File: config.mk
export PLATFORM = sky130hd
export DESIGN_NAME = ipc_mbox_fifo
export DESIGN_NICKNAME = d
export VERILOG_FILES = /design/src/rtl/ipc_mbox_pkg.sv /design/src/rtl/mbox_occupancy_fsm.sv /design/src/rtl/mbox_store.sv /design/src/rtl/mbox_ovf_flags.sv /design/src/rtl/ipc_mbox_fifo.sv
export SDC_FILE = /design/constraint.sdc
export NUM_CORES = 2
export LEC_CHECK = 0
export BUFFER_PORTS_ARGS = -buffer_cell sky130_fd_sc_hd__buf_2
export CAP_MARGIN = 20
export CORE_MARGIN = 2
export CORE_UTILIZATION = 45
export CTS_BUF_LIST = sky130_fd_sc_hd__clkbuf_4
export CTS_CLUSTER_DIAMETER = 100
export DETAILED_ROUTE_END_ITERATION = 6
export SYNTH_ARGS = -nofsm -noshare
export SYNTH_HDL_FRONTEND = slang
export SYNTH_SLANG_ARGS = --single-unit
File: constraint.sdc
create_clock -name clk -period 8.8 [get_ports clk]
set_input_delay 1.76 -clock clk [delete_from_list [all_inputs] [get_ports clk]]
set_output_delay 1.76 -clock clk [all_outputs]
set_load 0.02 [all_outputs]
File: src/rtl/ipc_mbox_pkg.sv
package ipc_mbox_pkg;

    typedef enum logic [1:0] {
        FIFO_EMPTY   = 2'd0,
        FIFO_PARTIAL = 2'd1,
        FIFO_FULL    = 2'd2
    } fifo_state_e;

    localparam int MSG_READ_ADDR = 0;

endpackage

File: src/rtl/mbox_occupancy_fsm.sv
module mbox_occupancy_fsm
    import ipc_mbox_pkg::*;
#(
    parameter int DEPTH = 128,
    localparam int PTR_W = (DEPTH > 1) ? $clog2(DEPTH) : 1,
    localparam int CNT_W = $clog2(DEPTH + 1)
) (
    input  logic             clk,
    input  logic             rst_n,
    input  logic             push_req,
    input  logic             pop_req,
    output logic             do_push,
    output logic             do_pop,
    output logic             drop,
    output logic [PTR_W-1:0] wr_ptr,
    output logic [PTR_W-1:0] rd_ptr,
    output logic [CNT_W-1:0] count,
    output logic             not_empty
);

    fifo_state_e      state_q, state_d;
    logic [CNT_W-1:0] count_q;
    logic [PTR_W-1:0] wr_ptr_q, rd_ptr_q;

    function automatic logic [PTR_W-1:0] ptr_inc(input logic [PTR_W-1:0] p);
        return (p == PTR_W'(DEPTH - 1)) ? '0 : p + 1'b1;
    endfunction

    // Transition logic
    always_comb begin
        state_d = state_q;
        unique case (state_q)
            FIFO_EMPTY: begin
                if (do_push)
                    state_d = (DEPTH == 1) ? FIFO_FULL : FIFO_PARTIAL;
            end
            FIFO_PARTIAL: begin
                if (do_push && !do_pop && count_q == CNT_W'(DEPTH - 1))
                    state_d = FIFO_FULL;
                else if (do_pop && !do_push && count_q == CNT_W'(1))
                    state_d = FIFO_EMPTY;
            end
            FIFO_FULL: begin
                if (do_pop && !do_push)
                    state_d = (DEPTH == 1) ? FIFO_EMPTY : FIFO_PARTIAL;
            end
            default: state_d = FIFO_EMPTY;
        endcase
    end

    // State register with counters and pointers
    always_ff @(posedge clk) begin
        if (!rst_n) begin
            state_q  <= FIFO_EMPTY;
            count_q  <= '0;
            wr_ptr_q <= '0;
            rd_ptr_q <= '0;
        end else begin
            state_q <= state_d;
            if (do_push) wr_ptr_q <= ptr_inc(wr_ptr_q);
            if (do_pop)  rd_ptr_q <= ptr_inc(rd_ptr_q);
            if (do_push && !do_pop)      count_q <= count_q + 1'b1;
            else if (do_pop && !do_push) count_q <= count_q - 1'b1;
        end
    end

    // Outputs
    always_comb begin
        do_pop    = pop_req && (state_q != FIFO_EMPTY);
        do_push   = push_req && ((state_q != FIFO_FULL) || do_pop);
        drop      = push_req && !do_push;
        not_empty = (state_q != FIFO_EMPTY);
        wr_ptr    = wr_ptr_q;
        rd_ptr    = rd_ptr_q;
        count     = count_q;
    end

endmodule

File: src/rtl/mbox_store.sv
module mbox_store #(
    parameter int DEPTH  = 128,
    parameter int WORD_W = 32,
    localparam int PTR_W = (DEPTH > 1) ? $clog2(DEPTH) : 1
) (
    input  logic              clk,
    input  logic              we,
    input  logic [PTR_W-1:0]  waddr,
    input  logic [WORD_W-1:0] wdata,
    input  logic [PTR_W-1:0]  raddr,
    output logic [WORD_W-1:0] rdata
);

    logic [WORD_W-1:0] mem [DEPTH];

    always_ff @(posedge clk) begin
        if (we) mem[waddr] <= wdata;
    end

    assign rdata = mem[raddr];

endmodule

File: src/rtl/mbox_ovf_flags.sv
module mbox_ovf_flags #(
    parameter int ID_W   = 6,
    parameter int FLAG_W = 32,
    localparam int NUM_IDS  = 1 << ID_W,
    localparam int NUM_REGS = NUM_IDS / FLAG_W,
    localparam int SEL_W    = (NUM_REGS > 1) ? $clog2(NUM_REGS) : 1
) (
    input  logic               clk,
    input  logic               rst_n,
    input  logic               set_en,
    input  logic [ID_W-1:0]    set_id,
    input  logic               clr_en,
    input  logic [SEL_W-1:0]   clr_sel,
    input  logic [FLAG_W-1:0]  clr_mask,
    output logic [NUM_IDS-1:0] flags
);

    logic [NUM_IDS-1:0] flags_q;

    for (genvar r = 0; r < NUM_REGS; r++) begin : g_word
        logic [FLAG_W-1:0] set_vec, clr_vec;

        always_comb begin
            set_vec = '0;
            for (int b = 0; b < FLAG_W; b++)
                if (set_en && set_id == ID_W'(r * FLAG_W + b)) set_vec[b] = 1'b1;
            clr_vec = (clr_en && clr_sel == SEL_W'(r)) ? clr_mask : '0;
        end

        // A set in the same cycle as a clear keeps the bit high
        always_ff @(posedge clk) begin
            if (!rst_n) flags_q[r*FLAG_W +: FLAG_W] <= '0;
            else flags_q[r*FLAG_W +: FLAG_W] <=
                     (flags_q[r*FLAG_W +: FLAG_W] & ~clr_vec) | set_vec;
        end
    end

    assign flags = flags_q;

endmodule

File: src/rtl/ipc_mbox_fifo.sv
module ipc_mbox_fifo
    import ipc_mbox_pkg::*;
#(
    parameter int DEPTH  = 128,
    parameter int WORD_W = 32,
    parameter int ID_W   = 6,
    parameter int FLAG_W = 32,
    localparam int NUM_IDS  = 1 << ID_W,
    localparam int NUM_REGS = NUM_IDS / FLAG_W,
    localparam int SEL_W    = (NUM_REGS > 1) ? $clog2(NUM_REGS) : 1,
    localparam int RA_W     = $clog2(NUM_REGS + 2)
) (
    input  logic              clk,
    input  logic              rst_n,
    input  logic              wr_en,
    input  logic [WORD_W-1:0] wr_data,
    input  logic              rd_en,
    input  logic [RA_W-1:0]   rd_addr,
    output logic [WORD_W-1:0] rd_data,
    input  logic              clr_en,
    input  logic [SEL_W-1:0]  clr_sel,
    input  logic [FLAG_W-1:0] clr_mask,
    output logic              irq_msg
);

    localparam int PTR_W = (DEPTH > 1) ? $clog2(DEPTH) : 1;
    localparam int CNT_W = $clog2(DEPTH + 1);

    logic               pop_req, do_push, do_pop, drop, not_empty;
    logic [PTR_W-1:0]   wr_ptr, rd_ptr;
    logic [CNT_W-1:0]   occupancy;
    logic [WORD_W-1:0]  head_word, rd_mux, rd_data_q;
    logic [NUM_IDS-1:0] ovf_flags;

    assign pop_req = rd_en && (rd_addr == RA_W'(MSG_READ_ADDR));

    mbox_occupancy_fsm #(.DEPTH(DEPTH)) u_fsm (
        .clk       (clk),
        .rst_n     (rst_n),
        .push_req  (wr_en),
        .pop_req   (pop_req),
        .do_push   (do_push),
        .do_pop    (do_pop),
        .drop      (drop),
        .wr_ptr    (wr_ptr),
        .rd_ptr    (rd_ptr),
        .count     (occupancy),
        .not_empty (not_empty)
    );

    mbox_store #(.DEPTH(DEPTH), .WORD_W(WORD_W)) u_store (
        .clk   (clk),
        .we    (do_push),
        .waddr (wr_ptr),
        .wdata (wr_data),
        .raddr (rd_ptr),
        .rdata (head_word)
    );

    mbox_ovf_flags #(.ID_W(ID_W), .FLAG_W(FLAG_W)) u_flags (
        .clk      (clk),
        .rst_n    (rst_n),
        .set_en   (drop),
        .set_id   (wr_data[ID_W-1:0]),
        .clr_en   (clr_en),
        .clr_sel  (clr_sel),
        .clr_mask (clr_mask),
        .flags    (ovf_flags)
    );

    // Read selection: message head, then one flag word per address
    always_comb begin
        rd_mux = '0;
        if (rd_addr == RA_W'(MSG_READ_ADDR) && not_empty) rd_mux = head_word;
        for (int r = 0; r < NUM_REGS; r++)
            if (rd_addr == RA_W'(r + 1))
                rd_mux = WORD_W'(ovf_flags[r*FLAG_W +: FLAG_W]);
    end

    always_ff @(posedge clk) begin
        if (!rst_n)     rd_data_q <= '0;
        else if (rd_en) rd_data_q <= rd_mux;
    end

    assign rd_data = rd_data_q;
    assign irq_msg = not_empty;

endmodule

# After elaboration in Yosys (flattened, before gate mapping)

Memory sizes are Yosys's and may differ from the RTL's. A register that Yosys moved wholly into a read port is not among the register bits.
Cells that the tools add are included.

$add $sub $neg: 4
Equal/unequal tests: 75
Muxes and demuxes: 82
Bitwise logic cells: 7
Reduce and logical (&&, ||, !) cells: 84

Operators with widths:

| cell                | count |
|---|---|
| $eq 6x6->1 const B  | 32 |
| $mux 32             | 5 |
| $eq 6x5->1 const B  | 16 |
| $logic_and 1x1->1   | 75 |
| $mux 1              | 66 |
| $and 32x32->32      | 2 |
| $not 32->32         | 2 |
| $or 32x32->32       | 2 |
| $eq 6x4->1 const B  | 8 |
| $mux 7              | 4 |
| $eq 6x3->1 const B  | 4 |
| $mux 8              | 2 |
| $add 7x1->7 const B | 2 |
| $eq 7x7->1 const B  | 2 |
| $eq 6x2->1 const B  | 2 |
| $add 8x1->8 const B | 1 |
| $eq 8x1->1 const B  | 1 |
| $eq 8x7->1 const B  | 1 |
| $mux 2              | 4 |
| $sub 8x1->8 const B | 1 |
| $eq 6x1->1 const B  | 1 |
| $logic_not 6->1     | 1 |
| $pmux 2 s3          | 1 |
| $eq 2x1->1 const B  | 2 |
| 10 further kinds    | 15 |

Register bits: 120
Bits in writable memories: 4096
Logic and storage cells: 260
Memories: 1

Memory list:

| name        | words | width | rd ports | clocked after memory_dff | write ports | RTL line         | source |
|---|---|---|---|---|---|---|---|
| u_store.mem | 128   | 32    | 1        | 1                        | 1           | mbox_store.sv:14 | `logic [WORD_W-1:0] mem [DEPTH];` |

# Depth between registers and ports, before layout

Depth after elaboration: 11
Depth in mapped cells: 11
Mapped depth without buffers: 10

# Hierarchy

From an unflattened synthesis, not the netlist that was laid out.

Cell total of the unflattened synthesis: 6640
Area, all modules: 161672.6 sq um

By module, submodules not included:

| module             | times used | cells an instance | area each (sq um) |
|---|---|---|---|
| mbox_store         | 1          | 5958              | 155635.5 |
| mbox_ovf_flags     | 1          | 338               | 2981.6 |
| ipc_mbox_fifo      | 1          | 185               | 1704.1 |
| mbox_occupancy_fsm | 1          | 159               | 1351.3 |

# Least setup slack after synthesis

Ideal clock, no wire load.

Kind: in2reg
Start: input rd_addr[1]
End: memory u_store.mem[127][0] (enable)
Setup time: 0.421 ns
Arrival time: 4.260 ns
Path slack: 4.119 ns
Cell stages on the path: 6
Cell sequence: nor3b_1 -> o21ai_1 -> inv_2 -> nand4_1 -> clkbuf_1 -> nor2_1

Cells in the longest elaborated chain, start to end: 7

Ends and longest elaborated chain:

| item                         | RTL line                 | source |
|---|---|---|
| start, declared              | ipc_mbox_fifo.sv:18      | `input logic [RA_W-1:0] rd_addr,` |
| $logic_not 2->1              | ipc_mbox_fifo.sv:35      | `assign pop_req = rd_en && (rd_addr == RA_W'(MSG_READ_ADDR));` |
| $logic_and 1x1->1            | ipc_mbox_fifo.sv:35      |  |
| $logic_and 1x1->1            | mbox_occupancy_fsm.sv:69 | `do_pop = pop_req && (state_q != FIFO_EMPTY);` |
| $logic_or 1x1->1             | mbox_occupancy_fsm.sv:70 | `do_push = push_req && ((state_q != FIFO_FULL) \|\| do_pop);` |
| $logic_and 1x1->1            | mbox_occupancy_fsm.sv:70 |  |
| via do_push                  | ipc_mbox_fifo.sv:29      | `logic pop_req, do_push, do_pop, drop, not_empty;` |
| $mux 1                       | mbox_store.sv:17         | `if (we) mem[waddr] <= wdata;` |
| $mux 1 (not written as such) | mbox_store.sv:17         |  |
| end, declared                | mbox_store.sv:14         |  |

The timed path passes the listed nets, and every way through them passes these cells.

==> flow_metrics.tcl <==
set metrics [dict create \
    power.density_nw_per_um2 215 \
    start_util 0.453 \
    vias 87752 \
    regArea_sq_um 126000 \
    crit_arrival_ns 6.51 \
    synth-seq-cells 4223 \
    yosysSeqAreaShare 0.771 \
    grt_max_degree 110 \
    cts_resized 0 \
    clk_latency_ns 1.73 \
    maxCapViolations 0 \
    relSlewSlack 0.117 \
    tightestPinTransition_ns 1.31 \
    path_max_fanout 53 \
    async_reset_ff_frac 0 \
    tritoncts "done" \
    rsz0062_at_grt "no" \
    fp.dieArea_sq_um 367000 \
    synth_ff_type "edfxtp_1" \
    yosys.area.top_type_share 0.755 \
    ir_worst_vdd_uv 143 \
    post-route-drc-count 0 \
    grt_pass1_vias 86882 \
    setup_viol 0 \
    cts_inserted_buffers 1143 \
    grt-ovfl-total 0 \
    rows 220 \
    fp.dieW_um 606 \
    antenna_found_initial 51 \
    yosys.area.top_type "edfxtp_1" \
    hold_viol_final 0 \
    hold_class "in -> reg" \
    p_leak_nw 56.5 \
    avgSynthCellArea_sq_um 21.1 \
    grt.total_usage 0.277 \
    routed_wl_um 506000 \
    port_buffers 104 \
    drive_gt1_frac 0.322 \
    synth.distinct_cells 75 \
    synth_fp_nets 7801 \
    fin_crit_sh 0.575 \
    synth_edf_count 4096 \
    end_kind "flip-flop" \
    post_drt_via_cell_ratio 6.16 \
    dp_hpwl_um 313000 \
    setup_tns_ns 0 \
    dr.pass1.iters 6 \
    multi_input_area_sq_um 35400 \
    final_cell_mix "4096 x edfxtp_1, 1599 x clkbuf_4, 822 x mux4_2" \
    synth.yosys.warnings 0 \
    setup.worst_path.class "reg -> reg" \
    die_h_um 606 \
    ant_nets 0 \
    wire_per_inst_um 35.6 \
    htreeDepth 7 \
    cts_root_buf "clkbuf_4" \
    cp-start-kind "flip-flop" \
    cts_setup_buffers 0 \
    final_common_cell "edfxtp_1" \
    syn_inst 7722 \
    fin_worst_skew_ns 0.185 \
    fillerInstances 28805 \
    gp_congestion 0.994 \
    syn2layout_area_growth_pct 12.9 \
    clockBufferDepth 5 \
    period_needed_ns 5.06 \
    syn_area_sq_um 163000 \
    drtIter0Drc 12537 \
    io_pins 105 \
    final_max_slew_viol_count 0 \
    ys_top_cells_by_area "edfxtp_1 76%, mux4_2 11%, mux2i_1 2.3%, dfxtp_1 1.6%, a22oi_1 1.3%" \
    cts.sinks 4223 \
    holdWs_ns 0.363 \
    clkTransAtPathRegs_ns 0.07 \
    status "complete, no violations" \
    finalNetCount 8870 \
    core_area_sq_um 360000 \
    grt_pass1_wl_um 686000 \
    clock.fmax_mhz 198 \
    cp.required_ns 10.25 \
    min_from "wr_data[10]" \
    holdBufCountCts 0 \
]
worst max-delay path, cell delays in order (launching register included):
cell and delay [ns]:
dfxtp_4 0.85, buf_4 0.64, inv_4 0.26, buf_12 0.32
nor2_2 0.83, nor2_1 0.15, o2111ai_1 1.01, a41oi_1 0.49
o41ai_1 0.16
cells in the mapped netlist (10+ instances only):
cell type  count
edfxtp_1    4096
mux4_2       822
mux2i_1      373
a22oi_1      286
nand2_1      254
nor2_1       216
a21oi_1      147
clkbuf_1     140
o22ai_1      128
dfxtp_1      127
buf_2        112
a211oi_1      88
nor2b_1       84
nand3_1       73
buf_4         72
o21ai_0       67
buf_6         53
mux4_1        46
o221ai_1      44
and2_1        41
o211ai_1      41
nor3_1        35
nand4_1       27
a221oi_1      26
o2111ai_1     24
nand2b_1      20
o21a_1        20
and3_1        17
buf_8         17
o21ai_1       15
buf_1         14
a21boi_0      13
a22o_1        12
buf_12        12
clkbuf_8      12
o41ai_1       12
xor2_1        11
a31oi_1       10
area by class of cell:
type,instances,share of cell area
Multi-Input combinational cell,3045,0.192
Clock buffer,1595,0.0651
Antenna cell,39,0.000531
Clock inverter,184,0.00582
Timing Repair Buffer,365,0.0205
Sequential cell,4223,0.683
Tap cell,4773,0.0325
Inverter,13,0.000279
state kept, by name, summed over array words and instances (netlist names), named ones only:
name and flops:
u_store.mem 4096, u_fsm.rd_ptr 7, u_fsm.wr_ptr 7, u_fsm.count 8
u_fsm.state_q 2, rd_data 32, u_flags.flags 64
per-layer routing:
| layer | up-vias | part of all wire | global-route usage |
|---|---|---|---|
| met5 | - | 0.000067 | 0 |
| met1 | 46152 | 0.37 | 0.358 |
| met2 | 5296 | 0.47 | 0.427 |
| met4 | 6 | 0.056 | 0.164 |
| li1 | 35266 | - | - |
| met3 | 1032 | 0.095 | 0.0662 |
worst paths after layout:
kind | end | slack (ns) | cells past startpoint
worst max-delay path | rd_data[22] | 3.74 | 8
worst min-delay path | u_store.mem[48][10] | 0.36 | 1
worst max register to register | rd_data[22] | 3.74 | 8
worst min register to register | rd_data[27] | 0.47 | 2
cell families (layout without fill, tap and decap cells):
logic type               Yosys count  count (layout)  synth area share
AO/OA/AOI/OAI                    960             960            0.0409
XOR/XNOR                          19              19           0.00102
adder cells (fa/ha/maj)            7               7          0.000538
buffers and inverters            454            2157            0.0188
flip-flops                      4223            4223             0.771
multiplexers                    1250            1250             0.145
other                              0              39                 0
AND/OR/NAND/NOR                  809             809            0.0233
metrics by stage:
step / instances / instance area (sq um) / worst slack (ns) / util / power [mW]
6_report: 14237 / 184000 / 3.74 / 0.511 / 39.6
5_1_grt: 14215 / 184000 / 3.75 / 0.511 / 40.9
2_1_floorplan: 7722 / 163000 / 4.12 / - / 22.9
4_1_cts: 14136 / 182000 / 3.89 / 0.507 / 39.8
3_3_place_gp: 12342 / 169000 / 3.21 / 0.470 / 23.6
3_5_place_dp: 12357 / 169000 / 3.26 / 0.471 / 23.6
report_power, final:
part	internal [mW]	switching [mW]
combinational	0.247	0.850
sequential	22.1	0.0356
clock	8.63	7.72
total	30.9	8.61
Note: power is estimated with default switching activity, not from simulation.
